$ cat config.mk
export PLATFORM = sky130hd
export DESIGN_NAME = xpt_cfg_loader
export DESIGN_NICKNAME = d
export VERILOG_FILES = /design/src/rtl/xpt_cfg_pkg.sv /design/src/rtl/xpt_phase_timer.sv /design/src/rtl/xpt_bit_feeder.sv /design/src/rtl/xpt_cfg_loader.sv
export SDC_FILE = /design/constraint.sdc
export NUM_CORES = 1
export LEC_CHECK = 0
export BUFFER_PORTS_ARGS = -buffer_cell sky130_fd_sc_hd__buf_2
export CORE_AREA = 5 5 271 273
export CTS_CLUSTER_DIAMETER = 50
export DETAILED_ROUTE_END_ITERATION = 6
export DIE_AREA = 0 0 276 278
export GPL_TIMING_DRIVEN = 0
export SLEW_MARGIN = 0
export SYNTH_ARGS = -nofsm -noshare
export SYNTH_HDL_FRONTEND = slang
export SYNTH_SLANG_ARGS = --single-unit
export TNS_END_PERCENT = 100
$ cat constraint.sdc
create_clock -name clk -period 2.8 [get_ports clk]
set_input_delay 0.56 -clock clk [delete_from_list [all_inputs] [get_ports clk]]
set_output_delay 0.56 -clock clk [all_outputs]
set_load 0.005 [all_outputs]
$ cat src/rtl/xpt_cfg_pkg.sv
package xpt_cfg_pkg;

  typedef enum logic [2:0] {
    S_IDLE,
    S_LO,
    S_HI,
    S_GAP,
    S_STB,
    S_REL,
    S_FIN
  } xpt_state_e;

  function automatic int max3(input int a, input int b, input int c);
    int m;
    m = (a > b) ? a : b;
    return (m > c) ? m : c;
  endfunction

endpackage

$ cat src/rtl/xpt_phase_timer.sv
module xpt_phase_timer #(
  parameter int W = 8
) (
  input  logic         clk,
  input  logic         rst_n,
  input  logic         load_i,
  input  logic [W-1:0] val_i,
  output logic         zero_o
);

  logic [W-1:0] cnt_q, cnt_d;

  always_comb begin
    cnt_d = cnt_q;
    if (load_i)          cnt_d = val_i;
    else if (cnt_q != 0) cnt_d = cnt_q - 1'b1;
  end

  always_ff @(posedge clk or negedge rst_n) begin
    if (!rst_n) cnt_q <= '0;
    else        cnt_q <= cnt_d;
  end

  assign zero_o = (cnt_q == '0);

endmodule

$ cat src/rtl/xpt_bit_feeder.sv
module xpt_bit_feeder #(
  parameter int TOT = 512
) (
  input  logic           clk,
  input  logic           rst_n,
  input  logic           load_i,
  input  logic           adv_i,
  input  logic [TOT-1:0] mat_i,
  output logic           bit_o,
  output logic           last_o
);

  localparam int IW = $clog2(TOT);

  logic [TOT-1:0] mat_q;
  logic [IW-1:0]  idx_q, idx_d;

  always_comb begin
    idx_d = idx_q;
    if (load_i)     idx_d = IW'(TOT - 1);
    else if (adv_i) idx_d = idx_q - 1'b1;
  end

  always_ff @(posedge clk or negedge rst_n) begin
    if (!rst_n)      idx_q <= '0;
    else             idx_q <= idx_d;
  end

  always_ff @(posedge clk or negedge rst_n) begin
    if (!rst_n)      mat_q <= '0;
    else if (load_i) mat_q <= mat_i;
  end

  assign bit_o  = mat_q[idx_q];
  assign last_o = (idx_q == '0);

  // the sequencer never steps past the final bit of a frame
  assert_no_underrun_R2: assert property (@(posedge clk) disable iff (!rst_n)
    adv_i |-> (idx_q != '0));

endmodule

$ cat src/rtl/xpt_cfg_loader.sv
module xpt_cfg_loader
  import xpt_cfg_pkg::*;
#(
  parameter int N_DEV    = 2,
  parameter int CLK_PS   = 5000,
  parameter int HALF_CYC = 20,
  parameter int GAP_CYC  = 14,
  parameter int STB_CYC  = 14
) (
  input  logic                   clk,
  input  logic                   rst_n,
  input  logic                   start_i,
  input  logic [256*N_DEV-1:0]   matrix_i,
  output logic                   sclk_o,
  output logic                   sdo_o,
  output logic                   stb_n_o,
  output logic                   done_o
);

  localparam int TOT  = 256 * N_DEV;
  localparam int TMAX = max3(HALF_CYC, GAP_CYC, STB_CYC);
  localparam int TW   = $clog2(TMAX + 1);

  // parameter limits checked at elaboration
  initial begin
    assert_sclk_phase_min_R6: assert (longint'(HALF_CYC) * CLK_PS >= 64'd100000)
      else $error("serial clock phase shorter than 100 ns");
    assert_sclk_rate_min_R6: assert (longint'(2 * HALF_CYC) * CLK_PS <= 64'd50000000)
      else $error("serial clock slower than 20 kHz");
    assert_stb_setup_min_R6: assert (longint'(GAP_CYC) * CLK_PS >= 64'd65000)
      else $error("strobe setup shorter than 65 ns");
    assert_stb_width_min_R6: assert (longint'(STB_CYC) * CLK_PS >= 64'd65000)
      else $error("strobe width shorter than 65 ns");
    assert_stb_deadline_R6: assert (longint'(GAP_CYC + STB_CYC + 2) * CLK_PS + longint'(HALF_CYC) * CLK_PS
                                    <= 64'd5000000000)
      else $error("strobe deadline exceeds 5 ms");
  end

  xpt_state_e    state_q, state_d;
  logic          tmr_load, tmr_zero;
  logic [TW-1:0] tmr_val;
  logic          feed_load, feed_adv, feed_bit, feed_last;
  logic          sclk_q, sdo_q, stb_n_q, done_q;
  logic          sclk_d, sdo_d, stb_n_d, done_d;

  xpt_phase_timer #(.W(TW)) u_timer (
    .clk    (clk),
    .rst_n  (rst_n),
    .load_i (tmr_load),
    .val_i  (tmr_val),
    .zero_o (tmr_zero)
  );

  xpt_bit_feeder #(.TOT(TOT)) u_feeder (
    .clk    (clk),
    .rst_n  (rst_n),
    .load_i (feed_load),
    .adv_i  (feed_adv),
    .mat_i  (matrix_i),
    .bit_o  (feed_bit),
    .last_o (feed_last)
  );

  always_comb begin
    state_d   = state_q;
    tmr_load  = 1'b0;
    tmr_val   = '0;
    feed_load = 1'b0;
    feed_adv  = 1'b0;
    unique case (state_q)
      S_IDLE: if (start_i) begin
        feed_load = 1'b1;
        tmr_load  = 1'b1;
        tmr_val   = TW'(HALF_CYC - 1);
        state_d   = S_LO;
      end
      S_LO: if (tmr_zero) begin
        tmr_load = 1'b1;
        tmr_val  = TW'(HALF_CYC - 1);
        state_d  = S_HI;
      end
      S_HI: if (tmr_zero) begin
        tmr_load = 1'b1;
        if (feed_last) begin
          tmr_val = TW'(GAP_CYC - 1);
          state_d = S_GAP;
        end else begin
          feed_adv = 1'b1;
          tmr_val  = TW'(HALF_CYC - 1);
          state_d  = S_LO;
        end
      end
      S_GAP: if (tmr_zero) begin
        tmr_load = 1'b1;
        tmr_val  = TW'(STB_CYC - 1);
        state_d  = S_STB;
      end
      S_STB: if (tmr_zero) state_d = S_REL;
      S_REL: state_d = S_FIN;
      S_FIN: state_d = S_IDLE;
      default: state_d = S_IDLE;
    endcase
  end

  always_ff @(posedge clk or negedge rst_n) begin
    if (!rst_n) state_q <= S_IDLE;
    else        state_q <= state_d;
  end

  // pin drivers are registered: every pin lags the state by one cycle
  always_comb begin
    sclk_d  = (state_q == S_HI);
    sdo_d   = ((state_q == S_LO) || (state_q == S_HI)) ? feed_bit : 1'b0;
    stb_n_d = (state_q != S_STB);
    done_d  = (state_q == S_FIN);
  end

  always_ff @(posedge clk or negedge rst_n) begin
    if (!rst_n) begin
      sclk_q  <= 1'b0;
      sdo_q   <= 1'b0;
      stb_n_q <= 1'b1;
      done_q  <= 1'b0;
    end else begin
      sclk_q  <= sclk_d;
      sdo_q   <= sdo_d;
      stb_n_q <= stb_n_d;
      done_q  <= done_d;
    end
  end

  assign sclk_o  = sclk_q;
  assign sdo_o   = sdo_q;
  assign stb_n_o = stb_n_q;
  assign done_o  = done_q;

  assert_sdo_hold_high_R3: assert property (@(posedge clk) disable iff (!rst_n)
    sclk_q |-> $stable(sdo_q));

  assert_no_clk_in_strobe_R10: assert property (@(posedge clk) disable iff (!rst_n)
    !stb_n_q |-> !sclk_q);

  assert_done_after_release_R9: assert property (@(posedge clk) disable iff (!rst_n)
    $rose(stb_n_q) |=> done_q);

  assert_done_single_R9: assert property (@(posedge clk) disable iff (!rst_n)
    done_q |=> !done_q);

  assert_busy_start_ignored_R8: assert property (@(posedge clk) disable iff (!rst_n)
    ((state_q inside {S_GAP, S_STB, S_REL, S_FIN}) && start_i) |=> (state_q != S_LO));

endmodule

==> results of run 1 <==
## layout make-up
class / count / area (µm²) / share of cell area [%]
sequential: 533 / 13300 / 42.4
multi-input combinational: 1964 / 10400 / 33.1
timing repair buffer: 541 / 2910 / 9.24
clock buffer: 92 / 2040 / 6.49
tap: 950 / 1190 / 3.78
buffer: 163 / 1000 / 3.19
clock inverter: 41 / 509 / 1.62
inverter: 10 / 40.0 / 0.127
antenna: 4 / 10.0 / 0.0318
## logic make-up after synthesis
kind of cell	synth area share [%]
muxes	12.0
DFF	54.3
buffers and inverters	3.62
adders and majority gates	0.153
and+or+nand+nor	26.2
xor gates and xnor gates	0.321
AOI/OAI and AO/OA	3.42
## worst max-delay path, stage by stage (launching register included)
cell and delay, ns:
dfrtp_1 0.40, buf_4 0.25, clkbuf_1 0.94, o221ai_1 0.29, a211o_1 0.35, nand3_1 0.15
a311oi_1 0.16, o22a_1 0.20
## flip-flops by register name, indices dropped and copies added (netlist names)
| register | cells |
|---|---|
| u_feeder.mat_q | 512 |
| u_feeder.idx_q | 9 |
| u_timer.cnt_q | 5 |
| state_q | 3 |
| done_o | 1 |
| sclk_o | 1 |
| sdo_o | 1 |
| stb_n_o | 1 |
## metrics by stage
step | instance area [µm²] | utilization (%)
6_report | 31500 | 44.4
4_1_cts | 31400 | 44.2
2_1_floorplan | 24600 | -
5_1_grt | 31500 | 44.4
3_3_place_gp | 28300 | 40.0
3_5_place_dp | 28500 | 40.1
## repair_timing
action                                  CTS  global route
resized for setup                        55            31
endpoints found under the setup margin  471           116
buffers inserted                         16             3
pin swaps                                 2             2
hold endpoints to repair                  0             0
## power breakdown
part	total, mW	internal, mW	switching [mW]
sequential	7.70	7.70	0
combinational	0.617	0.277	0.340
clock	9.75	5.93	3.82
total	18.1	13.9	4.15
## worst paths after layout
path | startpoint | endpoint | slack, ns | cells after the start
max | u_feeder.idx_q[4] | sdo_o | -0.09 | 7
min | rst_n | u_feeder.mat_q[416] | 0.05 | 1
max reg2reg | u_feeder.idx_q[4] | sdo_o | -0.09 | 7
min reg2reg | u_feeder.mat_q[301] | u_feeder.mat_q[301] | 0.47 | 2
max in group asynchronous | rst_n | u_feeder.mat_q[62] | 1.10 | 3
min in group clk | matrix_i[16] | u_feeder.mat_q[16] | 0.14 | 3
## layer usage
metal / part of all wire (%) / global-route usage (%) / routed length (µm)
met4: 2.3 / 6.08 / 2250
met1: 43 / 33.2 / 41900
met5: 0.035 / 0 / 34
met3: 5.9 / 4.65 / 5740
met2: 49 / 42.6 / 48100
## cells in the final DEF, fill, tap and decap left out, types with 12 or more instances in the layout
cell / instances
nand2_1: 1584
dfrtp_1: 532
buf_2: 526
clkbuf_1: 112
mux4_2: 86
clkbuf_16: 76
mux2i_1: 66
a22oi_1: 30
buf_4: 21
nor2_1: 18
a21oi_1: 18
o21ai_0: 12
nand3_1: 12
==> results.ini, run 1 <==
[outcome]
status = finished with violations
violations = setup timing

[cells_and_area]
areaGrowthSynthToFinish_pct = 28.2
layout.cells.non_filler = 4298
num-fill-cells = 7035
drive_gt1_share_pct = 25.3
layout.nets = 3804

[die]
num_rows = 98
start_util_pct = 34.6
dieArea_um2 = 76700
fp.coreArea_um2 = 70900
io_pins = 519
die_width_um = 276
die_y_um = 278

[power_and_ir_drop]
leakage_nw = 17.6
power.total_mw = 18.1
powerDensity_nw_per_um2 = 574
ir_drop_mv = 0.416

[global_routing]
grt-ovfl-total = 0
grt_usage_pct = 24.9
grt_first_pass_wirelength_um = 143000
antenna_found_initial = 9
grt_max_degree = 119
grt_pass1_vias = 22100

[sta]
clock.fmax_mhz = 347
maxSlewHeadroom_pct = 16.6
tns_ns = -0.0854
setup_slack_ns = -0.0854
timing.hold.ws_ns = 0.0494
finalMaxSlewViolations = 0
min_period_ns = 2.89
rsz0062_at_grt = yes
setup_viol = 1
finClkSkew_ns = 0.0270
finalCritPeriodShare_pct = 103
worst_pin_slew_ns = 1.25
hold_violations = 0

[worst_setup_path]
worst_setup_path_end_kind = register
worst-endpoint-arrival_ns = 3.38
cp.required_ns = 3.29
worstSetupPathType = reg2reg
cp-start-kind = register
cp_max_fo = 10

[clock_tree]
cts_sinks = 533
worstSkewPairLatency_ns = 0.61
clk_path_buf_depth = 3
cts_tree = built
cts.htree.levels = 3
root_buffer = clkbuf_16
clkSlewWorstSetupHoldPaths_ns = 0.06
holdBufCountCts = 0
cts_buffers = 73

[yosys]
synth_fp_nets = 3191
synth_cell_types = 67
yosysWarnings = 0
synth_area_leaders = dfrtp_1, nand2_1, mux4_2
syn_inst = 2673
yosysMostFrequentCell = nand2_1
synth_commonest_cells = nand2_1, dfrtp_1, clkbuf_1
synth_seq_area_share_pct = 54.3
synth_seq_cells = 533
synth_area_um2 = 24600
synthFlopType = dfrtp_1
synth_edf_count = 0
synth-async-reset-ratio_pct = 100
synth_top_cell_area_share_pct = 54.2
yosysTopAreaCell = dfrtp_1
syn_area_per_cell_um2 = 9.18

[route]
vias_per_cell = 4.93
wl_per_cell_um = 22.8
ant_nets = 0
vias = 21200
drc = 0
drt_iter0_markers = 1814
drt-total-wl_um = 98000
dr.pass1.iters = 5

[worst_hold_path]
hold_class = in2async

[placed_design]
place_hpwl_um = 72000
pre_cts_ws_ns = -0.928
place_congestion = 0.856
io_buffers = 518
dp.cells = 4145

[flow_run]
maxCapViolations = 0

(Power assumes the default switching activity.)
==> run 2: changes to the inputs <==
Settings changed: CORE_AREA 5 5 271 273 to 5 5 257 259, DIE_AREA 0 0 276 278 to 0 0 262 264, REMOVE_ABC_BUFFERS set to 1.
==> results.ini, run 2 (synthesized netlist as in run 1, its figures left out) <==
[outcome]
status = completed

[die]
io_pins = 519
fp.coreArea_um2 = 63600
die_width_um = 262
dieArea_um2 = 69200
start_util_pct = 38.6
die_y_um = 264
num_rows = 93

[cells_and_area]
drive_gt1_share_pct = 27.0
top_register = u_feeder.mat_q
final_common_cell = nand2_1
reg_top3 = u_feeder.mat_q x512, u_feeder.idx_q x9, u_timer.cnt_q x5
layout.nets = 3698
largest_register_ffs = 512
num-fill-cells = 6017
areaGrowthSynthToFinish_pct = 28.8
finalInstanceArea_um2 = 31600
final_cell_mix = nand2_1, dfrtp_1, buf_2
layout.cells.non_filler = 4103

[route]
dr.pass1.iters = 5
drt_iter0_markers = 1473
drc = 0
drt-total-wl_um = 81700
wl_per_cell_um = 19.9
ant_nets = 0
vias = 20200
vias_per_cell = 4.92

[power_and_ir_drop]
ir_drop_mv = 0.411
p_seq_share_pct = 43.1
p_switching_mw = 3.99
swShare_pct = 22.3
powerDensity_nw_per_um2 = 565
comb_power_share_pct = 3.3
internal_power_mw = 13.9
leakage_nw = 17.7
power.share.clock_pct = 53.6
power.total_mw = 17.9

[worst_setup_path]
worst-endpoint-arrival_ns = 3.24
cp_max_fo = 4
crit_chain = buf_4 > buf_4 > buf_4 > mux2i_1 > o22ai_1 > or4b_1 > a211oi_2 > a41oi_1 > a31o_2 > o22a_1
path_common_cell = buf_4
cp-start-kind = register
worst_setup_path_end_kind = register
worstSetupPathType = reg2reg
cpMaxStageDelayCell = dfrtp_4
crit_path_max_incr_delay_ns = 0.54
cp.required_ns = 3.27

[sta]
hold_violations = 0
finalMaxSlewViolations = 0
worst_pin_slew_ns = 0.663
finClkSkew_ns = 0.0188
setup_slack_ns = 0.0291
rsz0062_at_grt = yes
finalCritPeriodShare_pct = 99.0
clock.fmax_mhz = 361
min_period_ns = 2.77
tns_ns = 0
maxSlewHeadroom_pct = 55.8
setup_viol = 0

[global_routing]
grt_max_degree = 111
grt_pass1_vias = 20700
grt_first_pass_wirelength_um = 123000
grt_usage_pct = 23.0
antenna_found_initial = 22
grt-ovfl-total = 0

[clock_tree]
clkSlewWorstSetupHoldPaths_ns = 0.06
cts_tree = built
clk_path_buf_depth = 3
root_buffer = clkbuf_16
cts.htree.levels = 3
worstSkewPairLatency_ns = 0.59
cts_buffers = 74
cts_sinks = 533

[placed_design]
dp.cells = 3908
pre_cts_ws_ns = -1.69
place_congestion = 0.770
postPlaceCellArea_um2 = 28100
io_buffers = 518
place_hpwl_um = 53100

[worst_hold_path]
hold_class = in2reg

[flow_run]
maxCapViolations = 0

[run 2: cell types whose count changed in the layout (fill, tap and decap cells not counted), sizes merged]
cell	delta
clkbuf	-115
diode	+9
buf	+8
clkinv	-3
bufbuf	+2
inv	-2
and2	+1
bufinv	-1
dlygate4sd3	+1
[run 2: final timing paths]
path / from / to / slack, ns / depth (start not counted)
max in group asynchronous: rst_n / u_feeder.mat_q[312] / 0.96 / 4
hold reg to reg: u_feeder.mat_q[282] / u_feeder.mat_q[282] / 0.47 / 2
min in group asynchronous: rst_n / u_feeder.mat_q[462] / 0.44 / 2
setup / recovery: u_feeder.idx_q[0] / sdo_o / 0.03 / 10
setup reg to reg: u_feeder.idx_q[0] / sdo_o / 0.03 / 10
hold / removal: matrix_i[73] / u_feeder.mat_q[73] / 0.15 / 3
[run 2: power by group through the flow]
stage          registers [mW]  clock network (mW)  logic (mW)
5_1_grt                  7.70                10.1       0.658
2_1_floorplan            7.85                   0     0.00922
3_3_place_gp             7.85                   0       0.583
4_1_cts                  7.70                9.80       0.605
3_5_place_dp             7.84                   0       0.600
6_report                 7.71                9.58       0.591
[run 2: area by class of cell]
class / count / area, µm² / share of cell area [%]
antenna: 13 / 32.5 / 0.103
sequential: 533 / 13400 / 42.2
timing repair buffer: 596 / 4000 / 12.6
inverter: 10 / 42.5 / 0.135
clock buffer: 96 / 2090 / 6.61
multi-input combinational: 1965 / 10600 / 33.5
clock inverter: 35 / 428 / 1.35
tap: 855 / 1070 / 3.38
[run 2: what timing repair did]
action,in CTS,in global routing
buffers inserted,34,8
hold buffers,1,0
hold endpoints to repair,38,0
pin swaps,5,16
gates resized for setup,41,33
setup endpoints to repair,14,198
gates cloned,5,4
[run 2: routing by layer]
| metal | routed length [µm] | part of all wire (%) | GRT usage (%) | up-vias |
|---|---|---|---|---|
| met3 | 3580 | 4.4 | 3.63 | 117 |
| li1 | - | - | - | 9670 |
| met5 | 53 | 0.065 | 0 | - |
| met1 | 35300 | 43 | 31.3 | 9922 |
| met2 | 40700 | 50 | 38.3 | 472 |
| met4 | 1990 | 2.4 | 6.73 | 8 |
[run 2: critical path: cells and delay by family (launching register included)]
kind,cells,cell delay (ns)
and+or+nand+nor,1,0.49
AOI/OAI and AO/OA,5,0.94
muxes,1,0.17
buffers and inverters,3,0.50
DFF,1,0.54
[run 2: through the flow]
stage          hold WS (ns)  utilization [%]
3_5_place_dp          0.457             44.2
2_1_floorplan         0.264                -
3_3_place_gp          0.451             43.0
6_report              0.155             49.7
4_1_cts               0.109             49.2
5_1_grt               0.117             49.7
